`src/rtl/audio_ctrl_pkg.sv`:
```
package audio_ctrl_pkg;
  localparam int BYTE_BITS = 8;
  localparam int CNT_W     = $clog2(BYTE_BITS + 1);
  localparam int VOL_W     = 6;
  localparam int TONE_W    = 5;
  localparam int N_VOL     = 2;
  localparam int N_TONE    = 3;
  localparam logic [VOL_W-1:0]  VOL_MUTE_ATT = VOL_W'(47);
  localparam logic [3:0]        TONE_MAG_MAX = 4'd14;
  localparam logic [TONE_W-1:0] TONE_RESET   = TONE_W'(-14);

  typedef enum logic [1:0] {
    PH_IDLE,
    PH_ADDR,
    PH_DATA,
    PH_SKIP
  } phase_e;
endpackage

```
`src/rtl/i2c_line_sync.sv`:
```
module i2c_line_sync #(
  parameter int STAGES = 2
) (
  input  logic clk_i,
  input  logic rst_ni,
  input  logic scl_i,
  input  logic sda_i,
  output logic sda_o,
  output logic scl_rise_o,
  output logic scl_fall_o,
  output logic start_o,
  output logic stop_o
);
  logic [STAGES-1:0] scl_ff, sda_ff;
  logic scl_q, sda_q, scl_s;

  always_ff @(posedge clk_i or negedge rst_ni) begin
    if (!rst_ni) begin
      scl_ff <= '1;
      sda_ff <= '1;
      scl_q  <= 1'b1;
      sda_q  <= 1'b1;
    end else begin
      scl_ff <= {scl_ff[STAGES-2:0], scl_i};
      sda_ff <= {sda_ff[STAGES-2:0], sda_i};
      scl_q  <= scl_ff[STAGES-1];
      sda_q  <= sda_ff[STAGES-1];
    end
  end

  assign scl_s      = scl_ff[STAGES-1];
  assign sda_o      = sda_ff[STAGES-1];
  assign scl_rise_o = scl_s & ~scl_q;
  assign scl_fall_o = ~scl_s & scl_q;
  // SDA edge while SCL stays high
  assign start_o    = scl_s & scl_q & sda_q & ~sda_o;
  assign stop_o     = scl_s & scl_q & ~sda_q & sda_o;
endmodule

```
`src/rtl/i2c_wr_rx.sv`:
```
module i2c_wr_rx
  import audio_ctrl_pkg::*;
#(
  parameter logic [6:0] DEV_ADDR = 7'h43
) (
  input  logic       clk_i,
  input  logic       rst_ni,
  input  logic       scl_rise_i,
  input  logic       scl_fall_i,
  input  logic       start_i,
  input  logic       stop_i,
  input  logic       sda_i,
  output logic       sda_pd_o,
  output logic       byte_vld_o,
  output logic [7:0] byte_o
);
  localparam logic [7:0]       ADDR_WR  = {DEV_ADDR, 1'b0};
  localparam logic [CNT_W-1:0] LAST_BIT = CNT_W'(BYTE_BITS);

  phase_e           phase_q;
  logic [CNT_W-1:0] bit_cnt_q;
  logic [7:0]       shreg_q;
  logic             in_ack_q, pd_q, vld_q;
  logic             active;

  assign active = (phase_q == PH_ADDR) || (phase_q == PH_DATA);

  always_ff @(posedge clk_i or negedge rst_ni) begin
    if (!rst_ni) begin
      phase_q   <= PH_IDLE;
      bit_cnt_q <= '0;
      shreg_q   <= '0;
      in_ack_q  <= 1'b0;
      pd_q      <= 1'b0;
      vld_q     <= 1'b0;
    end else begin
      vld_q <= 1'b0;
      if (start_i || stop_i) begin
        phase_q   <= start_i ? PH_ADDR : PH_IDLE;
        bit_cnt_q <= '0;
        in_ack_q  <= 1'b0;
        pd_q      <= 1'b0;
      end else if (active) begin
        if (scl_rise_i && !in_ack_q && bit_cnt_q < LAST_BIT) begin
          shreg_q   <= {shreg_q[6:0], sda_i};
          bit_cnt_q <= bit_cnt_q + 1'b1;
        end else if (scl_fall_i) begin
          if (in_ack_q) begin
            // end of ninth clock: release and commit
            pd_q      <= 1'b0;
            in_ack_q  <= 1'b0;
            bit_cnt_q <= '0;
            if (phase_q == PH_ADDR) phase_q <= PH_DATA;
            else                    vld_q   <= 1'b1;
          end else if (bit_cnt_q == LAST_BIT) begin
            if (phase_q == PH_ADDR && shreg_q != ADDR_WR) begin
              phase_q <= PH_SKIP;
            end else begin
              pd_q     <= 1'b1;
              in_ack_q <= 1'b1;
            end
          end
        end
      end
    end
  end

  assign sda_pd_o   = pd_q;
  assign byte_vld_o = vld_q;
  assign byte_o     = shreg_q;
endmodule

```
`src/rtl/audio_ctrl_regs.sv`:
```
module audio_ctrl_regs
  import audio_ctrl_pkg::*;
(
  input  logic                          clk_i,
  input  logic                          rst_ni,
  input  logic                          vld_i,
  input  logic [7:0]                    byte_i,
  output logic [N_VOL-1:0][VOL_W-1:0]   vol_att_o,
  output logic [N_VOL-1:0]              vol_mute_o,
  output logic [N_TONE-1:0][TONE_W-1:0] tone_o,
  output logic                          in_mute_o
);
  logic [2:0]        coarse;
  logic              vol_mute_w;
  logic [VOL_W-1:0]  vol_att_w;
  logic [3:0]        mag;
  logic [TONE_W-1:0] mag_ext, gain_w;
  logic              mux_hit;

  always_comb begin
    coarse     = byte_i[6:4];
    vol_mute_w = coarse >= 3'd6;
    vol_att_w  = vol_mute_w ? VOL_MUTE_ATT : {coarse, byte_i[3:1]};
    mag        = (byte_i[3:0] > TONE_MAG_MAX) ? TONE_MAG_MAX : byte_i[3:0];
    mag_ext    = {1'b0, mag};
    gain_w     = byte_i[4] ? (~mag_ext + 1'b1) : mag_ext;
    mux_hit    = vld_i && (byte_i[7:5] == 3'b111) && (byte_i[1:0] == 2'b11);
  end

  for (genvar v = 0; v < N_VOL; v++) begin : g_vol
    logic hit;
    assign hit = vld_i && !byte_i[7] && (byte_i[0] == v[0]);
    always_ff @(posedge clk_i or negedge rst_ni) begin
      if (!rst_ni) begin
        vol_att_o[v]  <= VOL_MUTE_ATT;
        vol_mute_o[v] <= 1'b1;
      end else if (hit) begin
        vol_att_o[v]  <= vol_att_w;
        vol_mute_o[v] <= vol_mute_w;
      end
    end
  end

  // tone index follows bits 6..5: 0 treble, 1 middle, 2 bass
  for (genvar t = 0; t < N_TONE; t++) begin : g_tone
    logic hit;
    assign hit = vld_i && byte_i[7] && (byte_i[6:5] == t[1:0]);
    always_ff @(posedge clk_i or negedge rst_ni) begin
      if (!rst_ni)  tone_o[t] <= TONE_RESET;
      else if (hit) tone_o[t] <= gain_w;
    end
  end

  always_ff @(posedge clk_i or negedge rst_ni) begin
    if (!rst_ni)      in_mute_o <= 1'b0;
    else if (mux_hit) in_mute_o <= (byte_i[3:2] != 2'b11);
  end
endmodule

```
`src/rtl/audio_ctrl_i2c_slave.sv`:
```
module audio_ctrl_i2c_slave
  import audio_ctrl_pkg::*;
#(
  parameter logic [6:0] DEV_ADDR    = 7'h43,
  parameter int         SYNC_STAGES = 2
) (
  input  logic              clk_i,
  input  logic              rst_ni,
  input  logic              scl_i,
  input  logic              sda_i,
  output logic              sda_pd_o,
  output logic [VOL_W-1:0]  vol1_att_o,
  output logic              vol1_mute_o,
  output logic [VOL_W-1:0]  vol2_att_o,
  output logic              vol2_mute_o,
  output logic [TONE_W-1:0] treble_o,
  output logic [TONE_W-1:0] middle_o,
  output logic [TONE_W-1:0] bass_o,
  output logic              in_mute_o
);
  logic sda_s, scl_rise, scl_fall, bus_start, bus_stop;
  logic rx_vld;
  logic [7:0] rx_byte;
  logic [N_VOL-1:0][VOL_W-1:0]   vol_att;
  logic [N_VOL-1:0]              vol_mute;
  logic [N_TONE-1:0][TONE_W-1:0] tone;

  i2c_line_sync #(.STAGES(SYNC_STAGES)) u_sync (
    .clk_i     (clk_i),
    .rst_ni    (rst_ni),
    .scl_i     (scl_i),
    .sda_i     (sda_i),
    .sda_o     (sda_s),
    .scl_rise_o(scl_rise),
    .scl_fall_o(scl_fall),
    .start_o   (bus_start),
    .stop_o    (bus_stop)
  );

  i2c_wr_rx #(.DEV_ADDR(DEV_ADDR)) u_rx (
    .clk_i     (clk_i),
    .rst_ni    (rst_ni),
    .scl_rise_i(scl_rise),
    .scl_fall_i(scl_fall),
    .start_i   (bus_start),
    .stop_i    (bus_stop),
    .sda_i     (sda_s),
    .sda_pd_o  (sda_pd_o),
    .byte_vld_o(rx_vld),
    .byte_o    (rx_byte)
  );

  audio_ctrl_regs u_regs (
    .clk_i     (clk_i),
    .rst_ni    (rst_ni),
    .vld_i     (rx_vld),
    .byte_i    (rx_byte),
    .vol_att_o (vol_att),
    .vol_mute_o(vol_mute),
    .tone_o    (tone),
    .in_mute_o (in_mute_o)
  );

  assign vol1_att_o  = vol_att[0];
  assign vol2_att_o  = vol_att[1];
  assign vol1_mute_o = vol_mute[0];
  assign vol2_mute_o = vol_mute[1];
  assign treble_o    = tone[0];
  assign middle_o    = tone[1];
  assign bass_o      = tone[2];
endmodule

```
`config.mk`:
```
export PLATFORM = sky130hd
export DESIGN_NAME = audio_ctrl_i2c_slave
export DESIGN_NICKNAME = d
export VERILOG_FILES = /design/src/rtl/audio_ctrl_pkg.sv /design/src/rtl/i2c_line_sync.sv /design/src/rtl/i2c_wr_rx.sv /design/src/rtl/audio_ctrl_regs.sv /design/src/rtl/audio_ctrl_i2c_slave.sv
export SDC_FILE = /design/constraint.sdc
export NUM_CORES = 1
export LEC_CHECK = 0
export ABC_AREA = 0
export BUFFER_PORTS_ARGS = -buffer_cell sky130_fd_sc_hd__buf_2
export CAP_MARGIN = 30
export CORE_UTILIZATION = 50
export CTS_CLUSTER_SIZE = 16
export DETAILED_ROUTE_END_ITERATION = 8
export PLACE_DENSITY = 0.73
export SETUP_SLACK_MARGIN = 0.2
export SYNTH_ARGS = -nofsm -noshare
export SYNTH_HDL_FRONTEND = slang
export SYNTH_SLANG_ARGS = --single-unit
```
`constraint.sdc`:
```
create_clock -name clk_i -period 4.6 [get_ports clk_i]
set_input_delay 0.69 -clock clk_i [delete_from_list [all_inputs] [get_ports clk_i]]
set_output_delay 0.69 -clock clk_i [all_outputs]
set_load 0.1 [all_outputs]
```
== After elaboration in Yosys (flattened, before gate mapping) ==
Index checks and enable logic that the tools add are counted.

* Bits in registers: 53
* Output and inout bits: 31
* Logic and storage cells: 114

* Add/subtract/negate cells: 2
* Order comparisons: 3
* Eq/ne operators: 12
* Multiplexer cells: 37
* Bitwise operators: 14
* Reduce and logical (&&, ||, !) cells: 28

{| class="wikitable"
|+ Operator list
! cell !! count
|-
| 4-bit two-way mux || 6
|-
| 1-bit two-way mux || 21
|-
| 2-bit two-way mux || 8
|-
| 1-bit logical AND || 12
|-
| 3-bit nonzero test || 4
|-
| 3-bit AND reduction || 3
|-
| 8-bit != test, second input constant || 1
|-
| 1-bit AND || 7
|-
| 2-bit == test, second input constant || 3
|-
| 6-bit two-way mux || 1
|-
| 1-bit NOT || 6
|-
| 6-bit AND reduction || 1
|-
| 5-bit by 1-bit adder with 5-bit output, second input constant || 1
|-
| 5-bit two-way mux || 1
|-
| 4-bit NOT with 5-bit output || 1
|-
| 5-bit AND reduction || 1
|-
| 4-bit by 1-bit adder with 4-bit output, second input constant || 1
|-
| 2-bit by 1-bit == test with 1-bit output, second input constant || 2
|-
| 4-bit == test, second input constant || 1
|-
| 4-bit > comparator, second input constant || 1
|-
| 4-bit less-than comparator, second input constant || 1
|-
| 2-bit nonzero test || 2
|-
| 3-bit == test, second input constant || 1
|-
| 3-bit greater-or-equal comparator, second input constant || 1
|-
| other kinds (7) || 9
|}

== Longest topological paths before layout ==
Gate-level depths: netlist of run 1.

* Word-level depth: 9
* Depth in mapped cells: 7

== Cells and area by module ==
Synthesis of run 1 repeated with hierarchy kept, for this count alone.

* Cell total of the unflattened synthesis: 194
* Area total of the unflattened synthesis: 2294.7 um2

{| class="wikitable"
|+ Modules (own cells, without submodules)
! module !! times used !! cells an instance !! area each (um2) !! seq. area each (um2)
|-
| audio_ctrl_regs || 1 || 117 || 1265.0 || 773.2
|-
| i2c_wr_rx || 1 || 67 || 839.6 || 425.4
|-
| i2c_line_sync || 1 || 10 || 190.2 || 157.7
|}

== Worst setup path after synthesis of run 1 ==
OpenSTA, ideal clock, no wires.

* Path kind: reg-to-reg
* Start point: reg u_rx.phase_q[0]
* End point: reg u_rx.shreg_q[4], in the netlist u_rx.byte_o[4]
* Library setup time: 125 ps
* Data arrival time: 1551 ps
* Data required time: 4475 ps
* Slack: 2924 ps
* Stages on the path, launching flop included: 6
* Path buffers: 1
* Period minus slack after synthesis: 1676 ps
* Cells stage by stage: dfrtp_1 ha_1 nor4_4 nand2_1 buf_6 mux2_2

* Longest elaborated chain between the ends: 3

{| class="wikitable"
|+ Ends and longest elaborated chain
! item !! RTL line !! text
|-
| start, declared || i2c_wr_rx.sv:20 || <nowiki>phase_e phase_q;</nowiki>
|-
| start signal, assigned || i2c_wr_rx.sv:39 || <nowiki>phase_q <= start_i ? PH_ADDR : PH_IDLE;</nowiki>
|-
| 2-bit by 1-bit == test with 1-bit output / 2-bit == test (equally long branches) || i2c_wr_rx.sv:26 || <nowiki>assign active = (phase_q == PH_ADDR) || (phase_q == PH_DATA);</nowiki>
|-
| 1-bit logical OR * || i2c_wr_rx.sv:26 ||
|-
| 3-bit AND reduction (no line) * || -- ||
|-
| end signal, assigned || i2c_wr_rx.sv:45 || <nowiki>shreg_q <= {shreg_q[6:0], sda_i};</nowiki>
|-
| end, declared || i2c_wr_rx.sv:22 || <nowiki>logic [7:0] shreg_q;</nowiki>
|}

Mark *: on every way between the ends. The rest lies on a longest branch, timed or not.
A chain may end at the register's enable or synchronous reset.

== Final worst setup path of run 1 ==
* Start point: reg u_regs.vol_att_o[11] in the netlist's numbering
* End point: out vol2_att_o[5]

{| class="wikitable"
|+ RTL lines
! item !! RTL line !! text
|-
| start, declared || audio_ctrl_regs.sv:8 || <nowiki>output logic [N_VOL-1:0][VOL_W-1:0] vol_att_o,</nowiki>
|-
| start signal, assigned by index || audio_ctrl_regs.sv:38 || <nowiki>vol_att_o[v] <= vol_att_w;</nowiki>
|-
| end, declared || audio_ctrl_i2c_slave.sv:14 || <nowiki>output logic [VOL_W-1:0] vol2_att_o,</nowiki>
|}

No word-level cell between the ends.

==> impl_metrics.yaml, run 1 <==
die:
  core_sq_um: 4350
  initial_core_util_pct: 51.9
  pin_count: 35
  die_x_microns: 69.2
  die_h_microns: 69.2
  dieArea_sq_um: 4790
  row_count: 24
worst_hold_path:
  min-delay-path-class: "register to register"
  hp-start: "u_sync.sda_ff[0]$_DFF_PN1_"
timing:
  relSlewSlack_pct: 57.8
  hold_viol: 0
  rsz0062_at_grt: "no"
  finalMaxSlewViolations: 0
  tightest_slew_ns: 0.633
  tns_ns: 0
  min_period_ns: 1.97
  max_freq_mhz: 508
  fin_skew_ns: 0.0109
  setup_viol: 0
  fin_crit_sh_pct: 42.8
synthesis:
  synth_top_area_cell: "dfrtp_1"
  synth_common_cells: "nand2_1, dfrtp_1, o21ai_0, dfstp_2, mux2_2"
  postSynthAreaPerCell_sq_um: 11.5
  synth_edf_count: 0
  seq_area_frac_synth_pct: 60.1
  post-synth-top-count-cell: "nand2_1"
  synth_area_leaders: "dfrtp_1, dfstp_2, o21ai_0"
  synthesis.nets: 205
  ys_warn_count: 0
  synth_top_cell_area_share_pct: 32.1
  yosysUniqueCellTypes: 36
  syn_inst: 197
  synth_flop_cell: "dfrtp_1"
  synthesis.area_sq_um: 2260
  async_reset_ff_share_pct: 100
  synth.ff_latch_count: 53
clocking:
  cts_tree: "yes"
  clk_pin_slew_ns: 0.10
  cts_buffers: 5
  clock_path_buffers: 2
  cts.sinks: 53
  htreeDepth: 2
  root_buffer: "clkbuf_8"
  clock_latency_ns: 0.31
  postCtsHoldBufs: 0
  cts_resized: 0
  post_cts_buffers: 0
route:
  drt-total-wl_microns: 3750
  viasPerCell: 5.27
  num_vias: 1496
  drtIter0Drc: 79
  wire_per_inst_microns: 13.2
  ant_nets: 0
  first_pass_iters: 4
  drc_errors: 0
finish:
  final_nets: 239
  multi_input_area_sq_um: 822
  area.sequential_sq_um: 1360
  final_cells: 284
  nFillCells: 381
  drive_above_1_share_pct: 35.8
  antenna_cells: 0
  area_growth_pct: 13.0
global_routing:
  antenna_found_initial: 0
  grt_pass1_vias: 1432
  track_usage_pct: 17.9
  grt_pass1_wl_microns: 6710
  grt-ovfl-total: 0
  grt_start_max_net_pins: 54
placement:
  port_buffers: 34
  post-place-cells: 276
  hpwl_microns: 2630
  place.gp.congestion: 0.847
worst_setup_path:
  worstReg2RegStart: "u_rx.phase_q[0]$_DFFE_PN0P_"
  crit_arrival_ns: 1.28
  startpoint: "u_regs.vol_att_o[11]$_DFFE_PN1P_"
  cp_max_fo: 2
  crit_type: "register to primary output"
  crit_chain: "buf_2"
  worstPathRequired_ns: 3.91
  slowest_stage: "dfstp_2"
  cp-end-kind: "primary output"
  path_delay_family: "flip-flops"
  critPathBufInv: 1
  cp_slowest_stage_delay_ns: 0.55
  start_kind: "register"
  reg2reg_slack_ns: 2.73
power_and_ir_drop:
  p_leak_nw: 1.16
  ir_worst_vdd_mv: 0.233
  power_density_nw_per_um2: 421
  switching_share_pct: 32.3
  p_clk_share_pct: 25.2
  combPwrFrac_pct: 18.1
  p_total_w: 0.00108
  seq_power_share_pct: 56.7
  p_sw_w: 0.000347
  p_int_w: 0.000728
flow_run:
  cap_viol_max_count: 0
outcome:
  status: "finished, final reports clean"
-- cell type report --
type | instances | share of cell area, %
clock buffer | 6 | 3.24
clock inverter | 2 | 0.539
inverter | 7 | 1.03
multi-input combinational | 128 | 32.2
sequential | 53 | 53.2
tap | 52 | 2.55
timing repair buffer | 36 | 7.26
-- path summary, 6_finish.rpt --
check,cells after the start,endpoint
worst max register to register,4,u_rx.byte_o[0]$_DFFE_PN0P_
max in group asynchronous,2,u_rx.phase_q[1]$_DFFE_PN0P_
worst min register to register,0,u_sync.sda_ff[1]$_DFF_PN1_
min in group asynchronous,2,u_regs.tone_o[2]$_DFFE_PN0P_
worst max-delay path,1,vol2_att_o[5]
worst min-delay path,0,u_sync.sda_ff[1]$_DFF_PN1_
-- state kept, by name, summed over array words and instances, names as in the netlist --
name	cells
u_regs.in_mute_o	1
u_regs.tone_o	15
u_regs.vol_att_o	12
u_regs.vol_mute_o	2
u_rx.bit_cnt_q	4
u_rx.byte_o	8
u_rx.byte_vld_o	1
u_rx.in_ack_q	1
u_rx.phase_q	2
u_rx.sda_pd_o	1
u_sync.scl_ff	2
u_sync.scl_q	1
u_sync.sda_ff	2
u_sync.sda_q	1
-- cell families after synthesis --
group	Yosys count	share of synthesized area, %
compound gates	44	11.6
fa+ha+maj	4	2.22
flops	53	60.1
xor+xnor	4	1.55
mux	12	5.87
buf+inv	16	3.55
simple gates	64	15.1
-- layer usage --
metal  vias up  share of wire [%]  wire [microns]  GRT usage [%]
li1        741                  -               -              -
met1       716                 48            1800           23.0
met2        32                 46            1730           28.0
met3         7                4.0             149           4.51
met4         0                1.8              68           9.30
met5         -                  0               0              0
-- per-stage QoR --
step           cell area, sq um  hold WS, ns  setup slack, ns  util (%)
3_5_place_dp               2450        0.351             2.75      56.4
4_1_cts                    2550        0.366             2.63      58.6
5_1_grt                    2550        0.368             2.60      58.6
3_3_place_gp               2450        0.346             2.79      56.4
2_1_floorplan              2260        0.345             2.92         -
6_report                   2550        0.363             2.63      58.6
-- power groups by stage --
| stage | logic (W) | clock network [W] | registers (W) |
|---|---|---|---|
| global route | 0.000224 | 0.000298 | 0.000622 |
| global placement | 0.000193 | 0 | 0.000615 |
| CTS | 0.000198 | 0.000280 | 0.000608 |
| detailed placement | 0.000198 | 0 | 0.000616 |
| finish | 0.000194 | 0.000271 | 0.000609 |
| floorplan | 0.000198 | 0 | 0.000567 |
-- cell usage in the layout (no fill, tap or decap), types with 2 or more instances in the layout --
master,Yosys,layout
dfrtp_1,29,29
nand2b_1,4,4
nand3b_1,3,3
inv_1,7,7
dfstp_2,24,24
nor2_1,6,6
xnor2_1,2,2
o21a_1,2,2
o21ai_0,27,27
buf_2,4,34
mux2_2,10,10
clkbuf_8,0,6
nor3_1,2,2
ha_1,4,4
and2_1,2,2
a21oi_1,9,9
mux2i_1,2,2
nand3_1,6,6
buf_4,0,2
nand2_1,32,32
xor2_1,2,2
Note: power is estimated with default switching activity, not from simulation.
==> inputs of run 2 (changes only) <==
- clock period: 4.6 -> 2 ns (I/O delays scaled with it)
==> impl_metrics.yaml, run 2 (same netlist as run 1, synthesis figures left out) <==
outcome:
  status: "finished, final reports clean"
finish:
  area_growth_pct: 13.7
  largest_register: "u_regs.tone_o"
  final_common_cell: "buf_2"
  drive_above_1_share_pct: 36.2
  layout_common_cells: "buf_2, nand2_1, dfrtp_1, o21ai_0, dfstp_2"
  antenna_cells: 0
  fin_util_pct: 59.0
  largest_reg_flops: 15
  stdcell_area_sq_um: 2570
  final_nets: 242
timing:
  fin_crit_sh_pct: 84.2
  setup_viol: 0
  fin_skew_ns: 0.00974
  hold_viol: 0
  rsz0062_at_grt: "no"
  finalMaxSlewViolations: 0
  relSlewSlack_pct: 57.9
  min_period_ns: 1.68
  tightest_slew_ns: 0.632
  max_freq_mhz: 594
  tns_ns: 0
global_routing:
  grt-ovfl-total: 0
  grt_start_max_net_pins: 54
  antenna_found_initial: 0
  grt_pass1_vias: 1463
  grt_pass1_wl_microns: 6520
  track_usage_pct: 17.3
worst_setup_path:
  startpoint: "u_rx.phase_q[0]$_DFFE_PN0P_"
  worstPathRequired_ns: 2.19
  crit_chain: "ha_1, nor4_4, nand2_4, mux2_2"
  start_kind: "register"
  cp_slowest_stage_delay_ns: 0.39
  crit_type: "register to register"
  cp_max_fo: 13
  crit_arrival_ns: 1.88
  cp-end-kind: "register"
  slowest_stage: "dfrtp_1"
  worstReg2RegStart: "u_rx.phase_q[0]$_DFFE_PN0P_"
  reg2reg_slack_ns: 0.32
placement:
  port_buffers: 34
  hpwl_microns: 2650
  placed_area_sq_um: 2480
  place.gp.congestion: 0.739
die:
  pin_count: 35
  row_count: 24
  die_x_microns: 69.2
  initial_core_util_pct: 51.9
  dieArea_sq_um: 4790
  core_sq_um: 4350
  die_h_microns: 69.2
route:
  ant_nets: 0
  num_vias: 1506
  drc_errors: 0
  drtIter0Drc: 85
  drt-total-wl_microns: 3770
  wire_per_inst_microns: 13.1
  first_pass_iters: 4
  viasPerCell: 5.25
power_and_ir_drop:
  power_density_nw_per_um2: 959
  p_clk_share_pct: 23.4
  combPwrFrac_pct: 21.4
  switching_share_pct: 32.1
  p_leak_nw: 1.16
  ir_worst_vdd_mv: 0.549
  p_int_w: 0.00167
  seq_power_share_pct: 55.2
  p_sw_w: 0.000791
clocking:
  postCtsHoldBufs: 0
  clk_pin_slew_ns: 0.08
  root_buffer: "clkbuf_8"
  clock_latency_ns: 0.31
  cts_buffers: 5
  cts_tree: "yes"
  cts.sinks: 53
  htreeDepth: 2
  post_cts_buffers: 0
  clock_path_buffers: 2
worst_hold_path:
  min-delay-path-class: "primary input to register"
  hp-start: "scl_i"
flow_run:
  cap_viol_max_count: 0
-- run 2: worst paths after layout --
| path | depth (start not counted) | to |
|---|---|---|
| max in group asynchronous | 2 | u_regs.vol_att_o[4]$_DFFE_PN0P_ |
| min in group asynchronous | 2 | u_rx.bit_cnt_q[0]$_DFFE_PN0P_ |
| worst max register to register | 4 | u_rx.byte_o[4]$_DFFE_PN0P_ |
| worst max-delay path | 4 | u_rx.byte_o[4]$_DFFE_PN0P_ |
| worst min register to register | 0 | u_sync.scl_ff[1]$_DFF_PN1_ |
| worst min-delay path | 1 | u_sync.scl_ff[0]$_DFF_PN1_ |
-- run 2: repair_timing --
| item | in CTS | in global routing |
|---|---|---|
| endpoints found under the hold margin | 0 | 0 |
| gates resized for setup | 1 | 2 |
| pin swaps | 0 | 0 |
| endpoints found under the setup margin | 8 | 8 |
-- run 2: metal layers --
| metal | GRT usage (%) | up-vias | routed length (microns) |
|---|---|---|---|
| met5 | 0 | - | 0 |
| met3 | 5.23 | 7 | 146 |
| met2 | 25.9 | 34 | 1690 |
| met1 | 23.4 | 723 | 1870 |
| met4 | 7.71 | 0 | 68 |
| li1 | - | 742 | - |
-- run 2: area by class of cell --
cell class / instances / area, sq um
clock buffers: 7 / 76.3
clock inverters: 1 / 7.51
fillers: 363 / 1790
inverters: 7 / 26.3
multi-input cells: 128 / 830
flip-flops and latches: 53 / 1360
well taps: 52 / 65.1
repair buffers: 39 / 208
-- run 2: critical path: cells and delay by family (launching register included) --
kind	cells	cell delay [ns]
AND/OR/NAND/NOR	2	0.50
adder cells (fa/ha/maj)	1	0.39
flip-flops	1	0.39
multiplexers	1	0.30
-- run 2: power groups by stage --
stage | Sequential (W) | Combinational [W] | Clock [W]
after floorplan | 0.00130 | 0.000455 | 0
after global placement | 0.00138 | 0.000514 | 0
after detailed placement | 0.00138 | 0.000525 | 0
after CTS | 0.00136 | 0.000529 | 0.000601
after global routing | 0.00139 | 0.000594 | 0.000648
final | 0.00136 | 0.000528 | 0.000576
-- run 2: stage by stage --
step	worst slack, ns	power, W	hold slack [ns]	cells
2_1_floorplan	0.324	0.00176	0.00441	197
3_3_place_gp	0.181	0.00189	0.345	279
3_5_place_dp	0.136	0.00190	0.349	279
4_1_cts	0.257	0.00249	0.0739	287
5_1_grt	0.225	0.00263	0.0595	287
6_report	0.316	0.00246	0.0872	287
==> inputs of run 3 (changes only) <==
- ABC_AREA: 0 -> 1
- PLACE_DENSITY: 0.73 -> 0.75
- clock period: 2 -> 1.4 ns (I/O delays scaled with it)
==> impl_metrics.yaml, run 3 <==
route:
  wire_per_inst_microns: 14.7
  drc_errors: 0
  first_pass_iters: 4
  viasPerCell: 5.28
  drtIter0Drc: 120
  num_vias: 1992
  ant_nets: 0
  drt-total-wl_microns: 5550
global_routing:
  grt_pass1_wl_microns: 7850
  grt_start_max_net_pins: 54
  grt_pass1_vias: 1803
  antenna_found_initial: 0
  track_usage_pct: 20.5
  grt-ovfl-total: 0
finish:
  antenna_cells: 0
  final_nets: 332
  final_common_cell: "nand2_1"
  stdcell_area_sq_um: 3460
  largest_register: "u_regs.tone_o"
  largest_reg_flops: 15
  area_growth_pct: 49.1
  layout_common_cells: "nand2_1, buf_4, dfstp_2, dfrtp_1, buf_12"
  drive_above_1_share_pct: 52.6
power_and_ir_drop:
  power_density_nw_per_um2: 1390
  p_total_w: 0.00479
  p_leak_nw: 1.57
  ir_worst_vdd_mv: 0.888
synthesis:
  synthesis.area_sq_um: 2320
  synth_common_cells: "nand2_1, dfrtp_1, dfstp_2, o21ai_1, inv_1"
  syn_inst: 253
  post-synth-top-count-cell: "nand2_1"
  seq_area_frac_synth_pct: 58.5
  synth.ff_latch_count: 53
  synth_edf_count: 0
  yosysUniqueCellTypes: 25
  synth_area_leaders: "dfrtp_1, dfstp_2, nand2_1"
  synth_flop_cell: "dfrtp_1"
  ys_warn_count: 0
  postSynthAreaPerCell_sq_um: 9.16
  async_reset_ff_share_pct: 100
  synth_top_cell_area_share_pct: 31.3
  synth_top_area_cell: "dfrtp_1"
  synthesis.nets: 261
clocking:
  cts.sinks: 53
  cts_buffers: 5
  clock_latency_ns: 0.31
  htreeDepth: 2
  clk_pin_slew_ns: 0.09
  clock_path_buffers: 2
  cts_tree: "yes"
  root_buffer: "clkbuf_8"
timing:
  rsz0062_at_grt: "yes"
  min_period_ns: 1.43
  setup_viol: 3
  max_freq_mhz: 699
  tightest_slew_ns: 0.288
  relSlewSlack_pct: 80.8
  setup_ws_ns: -0.0315
  hold_viol: 0
  fin_skew_ns: 0.0155
  fin_crit_sh_pct: 102
  finalMaxSlewViolations: 0
die:
  row_count: 24
  die_x_microns: 70.1
  dieArea_sq_um: 4910
  initial_core_util_pct: 52.5
  core_sq_um: 4410
  die_h_microns: 70.1
  pin_count: 35
worst_setup_path:
  worstReg2RegStart: "u_rx.phase_q[1]$_DFFE_PN0P_"
  cp-end-kind: "register"
  worstPathRequired_ns: 1.63
  r2r_cells: 8
  cp_slowest_stage_delay_ns: 0.41
  crit_type: "register to register"
  reg2reg_slack_ns: -0.03
  cp_max_fo: 5
  crit_arrival_ns: 1.67
  start_kind: "register"
  worstReg2RegEnd: "u_rx.bit_cnt_q[2]$_DFFE_PN0P_"
  cp-endpoint: "u_rx.bit_cnt_q[2]$_DFFE_PN0P_"
  crit_chain: "inv_2, ha_4, nor2_2, nand2_2, buf_4, nand3_4, nand4_1, o21ai_1"
  slowest_stage: "dfrtp_1"
  startpoint: "u_rx.phase_q[1]$_DFFE_PN0P_"
placement:
  hpwl_microns: 3070
  placed_area_sq_um: 2860
  post-place-ws_ns: -0.0587
  place.gp.congestion: 0.807
  port_buffers: 34
outcome:
  status: "complete, but fails checks"
  violations: "negative setup slack"
worst_hold_path:
  min-delay-path-class: "register to register"
flow_run:
  cap_viol_max_count: 0
[run 3: power by group]
group          switching, W  total (W)  internal, W
combinational       0.00112    0.00200     0.000884
sequential         0.000230    0.00195      0.00172
clock              0.000492   0.000840     0.000348
total               0.00184    0.00479      0.00295
[run 3: repair_timing]
action / CTS / global route
gates resized for setup: 29 / 56
endpoints found under the hold margin: 31 / 0
hold buffers: 3 / 0
setup buffers: 17 / 9
pin swaps: 10 / 15
setup endpoints to repair: 63 / 69
[run 3: final cells by class]
type	count	area [sq um]
multi-input cells	170	1040
clock inverters	2	10.0
inverters	27	111
well taps	52	65.1
fillers	270	958
clock buffers	6	72.6
flip-flops and latches	53	1360
repair buffers	67	790
[run 3: kinds of logic after synthesis]
logic type / synth area share [%]
flops: 58.5
xor+xnor: 1.13
fa+ha+maj: 2.16
simple gates: 24.0
compound gates: 8.96
buf+inv: 5.29
[run 3: worst max-delay path, delay by kind of cell (launching register included)]
family | cells | cell delay (ns)
adder cells (fa/ha/maj) | 1 | 0.21
AO/OA/AOI/OAI | 1 | 0.09
buffers and inverters | 2 | 0.22
AND/OR/NAND/NOR | 4 | 0.44
flip-flops | 1 | 0.41
[run 3: how the worst min path moves through the flow]
stage | depth (start not counted) | slack [ns] | to | startpoint
after floorplan | 0 | -0.09 | u_regs.in_mute_o$_DFFE_PN0P_ | rst_ni
after global placement | 2 | 0.22 | u_regs.tone_o[8]$_DFFE_PN0P_ | rst_ni
after detailed placement | 2 | 0.22 | u_regs.tone_o[13]$_DFFE_PN0P_ | rst_ni
after CTS | 0 | 0.36 | u_sync.sda_ff[1]$_DFF_PN1_ | u_sync.sda_ff[0]$_DFF_PN1_
after global routing | 0 | 0.36 | u_sync.sda_ff[1]$_DFF_PN1_ | u_sync.sda_ff[0]$_DFF_PN1_
final | 0 | 0.36 | u_sync.sda_ff[1]$_DFF_PN1_ | u_sync.sda_ff[0]$_DFF_PN1_
[run 3: routing by layer]
| layer | track usage [%] | vias up | share of wire, % |
|---|---|---|---|
| met3 | 4.91 | 9 | 3.4 |
| met1 | 26.3 | 984 | 41 |
| met5 | 0 | - | 0 |
| met2 | 34.2 | 46 | 54 |
| li1 | - | 953 | - |
| met4 | 6.67 | 0 | 1.2 |
[run 3: through the flow]
stage | hold slack, ns | instances | TNS [ns] | utilization [%]
after floorplan | -0.0856 | 253 | 0 | -
after global placement | 0.221 | 340 | 0 | 64.8
after detailed placement | 0.220 | 340 | -0.130 | 64.8
after CTS | 0.362 | 368 | 0 | 72.3
after global routing | 0.365 | 377 | -0.533 | 78.3
final | 0.361 | 377 | -0.0709 | 78.3
